==> src/rtl/chip_lock_pkg.sv <==
package chip_lock_pkg;

  localparam int A1_BIT = 1;
  localparam int A6_BIT = 6;
  localparam int A9_BIT = 9;
  localparam int TOGGLE_BIT = 6;
  localparam logic [7:0] RESET_CMD = 8'hF0;
  localparam logic [7:0] LOCK_PASS = 8'h01;
  localparam logic [7:0] UNLOCK_PASS = 8'h00;

  typedef enum logic [3:0] {
    S_IDLE, S_UNLK_WR, S_UNLK_REL, S_SETUP, S_PULSE, S_PULSE_REL,
    S_POLL_RD, S_POLL_CHK, S_VFY_RD, S_VFY_CHK, S_RST_WR, S_RST_REL,
    S_PASS, S_FAIL
  } seqState_e;

  // strobes from control to datapath
  typedef struct packed {
    logic armRun;
    logic incPulse;
    logic clrTick;
    logic clrPoll;
    logic capPoll;
    logic capVerify;
  } dpCmd_t;

  // status from datapath to control
  typedef struct packed {
    logic widthDone;
    logic atLimit;
    logic verifyOk;
    logic toggleSettled;
    logic lowVolt;
    logic unprot;
  } dpStat_t;

endpackage

==> src/rtl/chip_lock_dp.sv <==
module chip_lock_dp
  import chip_lock_pkg::*;
#(
  parameter int PROT_WIDTH   = 10,
  parameter int UNPROT_WIDTH = 12000,
  parameter int PROT_MAX     = 32,
  parameter int UNPROT_MAX   = 1000
) (
  input  logic       clk,
  input  logic       rstN,
  input  logic       modeIn,
  input  logic       lowVoltIn,
  input  logic       tick,
  input  logic [7:0] rdData,
  input  dpCmd_t     cmd,
  output dpStat_t    stat
);

  localparam int WIDTH_MAX = (PROT_WIDTH > UNPROT_WIDTH) ? PROT_WIDTH : UNPROT_WIDTH;
  localparam int COUNT_MAX = (PROT_MAX > UNPROT_MAX) ? PROT_MAX : UNPROT_MAX;
  localparam int TICK_W    = $clog2(WIDTH_MAX + 1);
  localparam int CNT_W     = $clog2(COUNT_MAX + 1);

  logic              unprotQ;
  logic              lowVoltQ;
  logic [CNT_W-1:0]  pulseCnt;
  logic [TICK_W-1:0] tickCnt;
  logic [7:0]        verifyByte;
  logic              pollPrev;
  logic              pollCur;
  logic [1:0]        pollSeen;
  logic [TICK_W-1:0] widthLast;
  logic [CNT_W-1:0]  pulseLimit;

  assign widthLast  = unprotQ ? TICK_W'(UNPROT_WIDTH - 1) : TICK_W'(PROT_WIDTH - 1);
  assign pulseLimit = unprotQ ? CNT_W'(UNPROT_MAX) : CNT_W'(PROT_MAX);

  always_ff @(posedge clk or negedge rstN) begin
    if (!rstN) begin
      unprotQ  <= 1'b0;
      lowVoltQ <= 1'b0;
      pulseCnt <= '0;
    end else if (cmd.armRun) begin
      unprotQ  <= modeIn;
      lowVoltQ <= lowVoltIn;
      pulseCnt <= CNT_W'(1);
    end else if (cmd.incPulse) begin
      pulseCnt <= pulseCnt + CNT_W'(1);
    end
  end

  always_ff @(posedge clk or negedge rstN) begin
    if (!rstN) tickCnt <= '0;
    else if (cmd.clrTick) tickCnt <= '0;
    else if (tick) tickCnt <= tickCnt + TICK_W'(1);
  end

  always_ff @(posedge clk or negedge rstN) begin
    if (!rstN) verifyByte <= 8'hFF;
    else if (cmd.capVerify) verifyByte <= rdData;
  end

  always_ff @(posedge clk or negedge rstN) begin
    if (!rstN) begin
      pollPrev <= 1'b0;
      pollCur  <= 1'b0;
      pollSeen <= 2'd0;
    end else if (cmd.clrPoll) begin
      pollSeen <= 2'd0;
    end else if (cmd.capPoll) begin
      pollPrev <= pollCur;
      pollCur  <= rdData[TOGGLE_BIT];
      if (pollSeen != 2'd2) pollSeen <= pollSeen + 2'd1;
    end
  end

  always_comb begin
    stat.widthDone     = tick && (tickCnt == widthLast);
    stat.atLimit       = (pulseCnt == pulseLimit);
    stat.verifyOk      = (verifyByte == (unprotQ ? UNLOCK_PASS : LOCK_PASS));
    stat.toggleSettled = (pollSeen == 2'd2) && (pollPrev == pollCur);
    stat.lowVolt       = lowVoltQ;
    stat.unprot        = unprotQ;
  end

endmodule

==> src/rtl/chip_lock_ctrl.sv <==
module chip_lock_ctrl
  import chip_lock_pkg::*;
#(
  parameter int ADDR_W = 17,
  parameter logic [ADDR_W-1:0] SECTOR_ADDR = 17'h1E000,
  parameter logic [ADDR_W-1:0] UNLOCK_ADDR = 17'h00555,
  parameter logic [7:0] UNLOCK_DATA = 8'h60
) (
  input  logic              clk,
  input  logic              rstN,
  input  logic              start,
  input  logic              lowVoltIn,
  input  dpStat_t           stat,
  output dpCmd_t            cmd,
  output logic              ceN,
  output logic              oeN,
  output logic              weN,
  output logic              hvOe,
  output logic              hvA9,
  output logic              dqOe,
  output logic [ADDR_W-1:0] addr,
  output logic [7:0]        wrData,
  output logic              done,
  output logic              fail
);

  localparam logic [ADDR_W-1:0] A1_MASK = ADDR_W'(1) << A1_BIT;
  localparam logic [ADDR_W-1:0] A6_MASK = ADDR_W'(1) << A6_BIT;
  localparam logic [ADDR_W-1:0] A9_MASK = ADDR_W'(1) << A9_BIT;
  localparam logic [ADDR_W-1:0] VFY_ADDR = SECTOR_ADDR | A1_MASK | A9_MASK;

  seqState_e state, nextState;
  logic [ADDR_W-1:0] pulseAddr;
  logic highV;

  assign pulseAddr = A9_MASK | (stat.unprot ? A6_MASK : '0);
  assign highV     = !stat.lowVolt;

  always_ff @(posedge clk or negedge rstN) begin
    if (!rstN) state <= S_IDLE;
    else state <= nextState;
  end

  always_comb begin
    nextState = state;
    cmd = '0;
    unique case (state)
      S_IDLE, S_PASS, S_FAIL: begin
        if (start) begin
          cmd.armRun = 1'b1;
          nextState = lowVoltIn ? S_UNLK_WR : S_SETUP;
        end
      end
      S_UNLK_WR:  nextState = S_UNLK_REL;
      S_UNLK_REL: nextState = S_SETUP;
      S_SETUP: begin
        cmd.clrTick = 1'b1;
        nextState = S_PULSE;
      end
      S_PULSE: begin
        if (stat.lowVolt || stat.widthDone) nextState = S_PULSE_REL;
      end
      S_PULSE_REL: begin
        if (stat.lowVolt) begin
          cmd.clrPoll = 1'b1;
          nextState = S_POLL_RD;
        end else begin
          nextState = S_VFY_RD;
        end
      end
      S_POLL_RD: begin
        cmd.capPoll = 1'b1;
        nextState = S_POLL_CHK;
      end
      S_POLL_CHK: nextState = stat.toggleSettled ? S_VFY_RD : S_POLL_RD;
      S_VFY_RD: begin
        cmd.capVerify = 1'b1;
        nextState = S_VFY_CHK;
      end
      S_VFY_CHK: begin
        if (stat.verifyOk) begin
          nextState = S_RST_WR;
        end else if (stat.atLimit) begin
          nextState = S_FAIL;
        end else begin
          cmd.incPulse = 1'b1;
          nextState = stat.lowVolt ? S_UNLK_WR : S_SETUP;
        end
      end
      S_RST_WR:  nextState = S_RST_REL;
      S_RST_REL: nextState = S_PASS;
      default:   nextState = S_IDLE;
    endcase
  end

  // pin levels decoded from the current state
  always_comb begin
    ceN = 1'b1; oeN = 1'b1; weN = 1'b1;
    hvOe = 1'b0; hvA9 = 1'b0; dqOe = 1'b0;
    addr = '0; wrData = 8'h00;
    unique case (state)
      S_UNLK_WR, S_UNLK_REL: begin
        ceN = 1'b0; dqOe = 1'b1;
        weN = (state != S_UNLK_WR);
        addr = UNLOCK_ADDR; wrData = UNLOCK_DATA;
      end
      S_SETUP, S_PULSE, S_PULSE_REL: begin
        ceN = 1'b0;
        weN = (state != S_PULSE);
        hvOe = highV; hvA9 = highV;
        addr = pulseAddr;
      end
      S_POLL_RD, S_POLL_CHK, S_VFY_RD, S_VFY_CHK: begin
        ceN = 1'b0;
        oeN = !(state == S_POLL_RD || state == S_VFY_RD);
        hvA9 = highV;
        addr = VFY_ADDR;
      end
      S_RST_WR, S_RST_REL: begin
        ceN = 1'b0; dqOe = 1'b1;
        weN = (state != S_RST_WR);
        wrData = RESET_CMD;
      end
      default: ;
    endcase
  end

  assign done = (state == S_PASS);
  assign fail = (state == S_FAIL);

endmodule

==> src/rtl/chip_lock_seq.sv <==
module chip_lock_seq
  import chip_lock_pkg::*;
#(
  parameter int ADDR_W       = 17,
  parameter int PROT_WIDTH   = 10,
  parameter int UNPROT_WIDTH = 12000,
  parameter int PROT_MAX     = 32,
  parameter int UNPROT_MAX   = 1000,
  parameter logic [ADDR_W-1:0] SECTOR_ADDR = 17'h1E000,
  parameter logic [ADDR_W-1:0] UNLOCK_ADDR = 17'h00555,
  parameter logic [7:0] UNLOCK_DATA = 8'h60
) (
  input  logic              clk,
  input  logic              rstN,
  input  logic              start,
  input  logic              modeUnprot,
  input  logic              lowVolt,
  input  logic              tick,
  input  logic [7:0]        rdData,
  output logic              ceN,
  output logic              oeN,
  output logic              weN,
  output logic              hvOe,
  output logic              hvA9,
  output logic [ADDR_W-1:0] addr,
  output logic [7:0]        wrData,
  output logic              dqOe,
  output logic              done,
  output logic              fail
);

  dpCmd_t  cmd;
  dpStat_t stat;

  chip_lock_ctrl #(
    .ADDR_W(ADDR_W), .SECTOR_ADDR(SECTOR_ADDR),
    .UNLOCK_ADDR(UNLOCK_ADDR), .UNLOCK_DATA(UNLOCK_DATA)
  ) ctrl_i (
    .clk(clk), .rstN(rstN), .start(start), .lowVoltIn(lowVolt),
    .stat(stat), .cmd(cmd),
    .ceN(ceN), .oeN(oeN), .weN(weN), .hvOe(hvOe), .hvA9(hvA9),
    .dqOe(dqOe), .addr(addr), .wrData(wrData), .done(done), .fail(fail)
  );

  chip_lock_dp #(
    .PROT_WIDTH(PROT_WIDTH), .UNPROT_WIDTH(UNPROT_WIDTH),
    .PROT_MAX(PROT_MAX), .UNPROT_MAX(UNPROT_MAX)
  ) dp_i (
    .clk(clk), .rstN(rstN), .modeIn(modeUnprot), .lowVoltIn(lowVolt),
    .tick(tick), .rdData(rdData), .cmd(cmd), .stat(stat)
  );

endmodule

==> config.mk <==
export PLATFORM = sky130hd
export DESIGN_NAME = chip_lock_seq
export DESIGN_NICKNAME = d
export VERILOG_FILES = /design/src/rtl/chip_lock_pkg.sv /design/src/rtl/chip_lock_dp.sv /design/src/rtl/chip_lock_ctrl.sv /design/src/rtl/chip_lock_seq.sv
export SDC_FILE = /design/constraint.sdc
export NUM_CORES = 1
export LEC_CHECK = 0
export CORE_MARGIN = 1.5
export CORE_UTILIZATION = 45
export CTS_CLUSTER_DIAMETER = 30
export DETAILED_ROUTE_END_ITERATION = 8
export GPL_TIMING_DRIVEN = 0
export PLACE_DENSITY = 0.72
export SETUP_SLACK_MARGIN = 0.02
export SLEW_MARGIN = 20
export SYNTH_ARGS = -nofsm -noshare
export SYNTH_HDL_FRONTEND = slang
export SYNTH_SLANG_ARGS = --single-unit
==> constraint.sdc <==
create_clock -name clk -period 1.9 [get_ports clk]
set_input_delay 0.38 -clock clk [delete_from_list [all_inputs] [get_ports clk]]
set_output_delay 0.38 -clock clk [all_outputs]
set_load 0.01 [all_outputs]
==> flow_metrics.py <==
metrics = {
    "clocking": {
        "clock_sinks": 42,
        "h-tree-depth": 2,
        "cts_tree": "yes",
        "clockRootBuffer": "clkbuf_8",
        "clk_latency_ns": 0.30,
        "cts_buffer_depth": 2,
        "clk_pin_slew_worst_paths_ns": 0.09,
        "numCtsBuffers": 5,
    },
    "cells_and_area": {
        "fill_cells": 426,
        "drive_above_1_share": 0.470,
        "final_common_cell": "buf_4",
        "final_cell_mix": "buf_4 (50), dfrtp_1 (32), buf_6 (31), nor2_1 (26), nand3_1 (18)",
        "design.final.nets": 421,
        "synthToLayoutAreaGrowth_pct": 49.8,
        "stdcell_area_um2": 4130,
        "n_antenna_cell": 0,
        "multiInputGateArea_um2": 1770,
        "register_area_um2": 1060,
    },
    "global_route": {
        "busiest_layer": "met2",
        "antenna_found_initial": 0,
        "track_usage": 0.240,
        "met1_usage": 0.279,
        "grt_overflow_total": 0,
        "grt_pass1_wl_mm": 12.1,
        "grt_max_degree": 29,
        "grt_pass1_vias": 2582,
        "globalRouteMet3Util": 0.0404,
        "met2_usage": 0.427,
    },
    "sta": {
        "skew_ns": 0.0135,
        "worst_pin_slew_ns": 0.661,
        "max-slew-margin-rel": 0.557,
        "setup_viol": 35,
        "drv_slew": 0,
        "rsz0062_at_grt": "true",
        "setup_ws_ns": -0.239,
        "finalHoldViolCount": 13,
        "hold_slack_ns": -0.0121,
        "max_freq_mhz": 467,
        "min_period_ns": 2.14,
        "fin_crit_sh": 1.13,
    },
    "drt": {
        "firstDrtPassIters": 4,
        "num_vias": 2710,
        "post_drt_wl_per_cell_um": 17.4,
        "first_iter_violations": 239,
        "viasPerCell": 5.71,
        "antenna_left": 0,
        "wirelength_mm": 8.25,
        "route.detailed.drc": 0,
    },
    "outcome": {
        "violations": "negative hold slack, negative setup slack",
        "outcome": "complete, but fails checks",
    },
    "synth": {
        "synth_edf_count": 0,
        "yosysSeqAreaShare": 0.385,
        "synthFlopType": "dfrtp_1",
        "yosys_warnings": 0,
        "netlist_area_um2": 2760,
        "syn_area_per_cell_um2": 9.08,
        "yosys_register_bits": 42,
        "ys_async_sr_fraction": 1.00,
        "ys_types": 54,
        "postSynthCellCount": 304,
    },
    "pwr": {
        "power_density_nw_per_um2": 1690,
        "p_leak_nw": 1.84,
        "ir_drop_mv": 1.17,
        "p_total_mw": 7.01,
    },
    "critical_path": {
        "critPathCaptureType": "output pin",
        "crit_arrival_ns": 1.76,
        "setup.worst_path.start": "ctrl_i.state[2]",
        "reg2reg_to": "dp_i.pulseCnt[9]",
        "worstPathMaxFanout": 4,
        "ff2ff_setup_slack_ns": -0.19,
        "critPathKind": "reg -> out",
        "startpoint_type": "register",
        "crit_required_ns": 1.52,
        "crit_end": "ceN",
        "ff2ff_path_depth": 8,
        "r2r-start": "ctrl_i.state[2]",
    },
    "place": {
        "dpl_cell_area_um2": 3270,
        "hpwl_mm": 4.42,
        "place_congestion": 0.875,
        "io_buffers": 36,
    },
    "flow_run": {
        "cap_viol_max_count": 0,
    },
    "floorplan": {
        "die_height_um": 81.3,
        "fp.dieW_um": 81.3,
        "io_pins": 47,
        "core_um2": 5920,
        "die_area_um2": 6610,
        "num_rows": 28,
        "start_util": 0.466,
    },
    "hold_path": {
        "hold_class": "in -> async",
    },
}
-- sequential cells by signal (all words and copies together) (netlist names) --
name / count
dp_i.verifyByte: 8
dp_i.pollCur: 1
dp_i.lowVoltQ: 1
dp_i.pulseCnt: 10
dp_i.pollSeen: 2
dp_i.pollPrev: 1
ctrl_i.state: 4
dp_i.tickCnt: 14
dp_i.unprotQ: 1
-- cell families (layout without fill, tap and decap cells) --
family / after synthesis / count (layout) / synth area share
buf+inv: 45 / 133 / 0.0957
compound gates: 45 / 45 / 0.110
fa+ha+maj: 8 / 8 / 0.0363
flops: 42 / 42 / 0.385
xor+xnor: 20 / 20 / 0.0635
simple gates: 128 / 128 / 0.248
other cells: 1 / 9 / 0.00136
mux: 15 / 15 / 0.0603
-- per-stage QoR --
stage | TNS [ns] | utilization | hold slack, ns | worst slack (ns) | std cells
6_report | -4.17 | 0.698 | -0.0121 | -0.239 | 475
4_1_cts | -2.63 | 0.664 | 0.00182 | -0.220 | 466
2_1_floorplan | 0 | - | 0.0844 | 0.0333 | 312
3_3_place_gp | -34.34 | 0.550 | 0.508 | -0.626 | 423
3_5_place_dp | -12.34 | 0.552 | 0.322 | -0.633 | 424
5_1_grt | -6.18 | 0.698 | 0.0115 | -0.299 | 475
-- Yosys cell counts (8+ instances only) --
library cell / n / share of area
nand4_1: 8 / 0.018
o21ai_0: 12 / 0.022
dfstp_2: 8 / 0.076
nand3_1: 20 / 0.036
xnor2_1: 9 / 0.029
ha_1: 8 / 0.036
nor2_1: 31 / 0.042
nor3_1: 12 / 0.022
dfrtp_1: 34 / 0.31
inv_1: 11 / 0.015
a21oi_1: 10 / 0.018
xor2_1: 11 / 0.035
nand2_1: 15 / 0.020
buf_4: 22 / 0.060
mux2_2: 11 / 0.045
or3_1: 8 / 0.018
and3_1: 8 / 0.018
-- layer usage --
layer  part of all wire  wire, µm
met1               0.39      3180
met2               0.50      4120
met3              0.068       562
met4              0.046       383
met5                  0         0
-- how the worst min path moves through the flow --
| stage | from | to | cells after the start |
|---|---|---|---|
| 2_1_floorplan | rstN | ctrl_i.state[0] | 0 |
| 3_3_place_gp | dp_i.pollPrev | dp_i.pollPrev | 1 |
| 3_5_place_dp | rstN | dp_i.pulseCnt[7] | 1 |
| 4_1_cts | rstN | dp_i.pulseCnt[7] | 1 |
| 5_1_grt | rstN | dp_i.pulseCnt[7] | 1 |
| 6_report | rstN | dp_i.pulseCnt[7] | 1 |
-- what timing repair did --
item,CTS,global route
gates cloned,0,0
pin swaps,12,25
buffers inserted,35,11
hold buffers,0,0
gates resized for setup,183,37
setup endpoints to repair,49,58
endpoints found under the hold margin,0,0
-- final cells by class --
type | count | area share
buffer | 33 | 0.0772
timing repair buffer | 81 | 0.176
clock buffer | 5 | 0.0166
clock inverter | 3 | 0.00969
sequential | 42 | 0.257
tap | 75 | 0.0227
inverter | 11 | 0.0136
multi-input combinational | 225 | 0.427
-- where the power goes --
| group | switching (mW) | internal [mW] | total, mW |
|---|---|---|---|
| Sequential | 0.257 | 1.21 | 1.47 |
| Combinational | 2.25 | 2.58 | 4.83 |
| Clock | 0.322 | 0.387 | 0.709 |
-- worst max-delay path, stage by stage (launching register included) --
cell and delay (ns):
dfrtp_2 0.46, buf_6 0.14, ha_4 0.17, nand2_2 0.07, a21boi_4 0.22, buf_6 0.13, nand3_4 0.06, nor2_2 0.09
buf_2 0.13
Note: power is estimated with default switching activity, not from simulation.
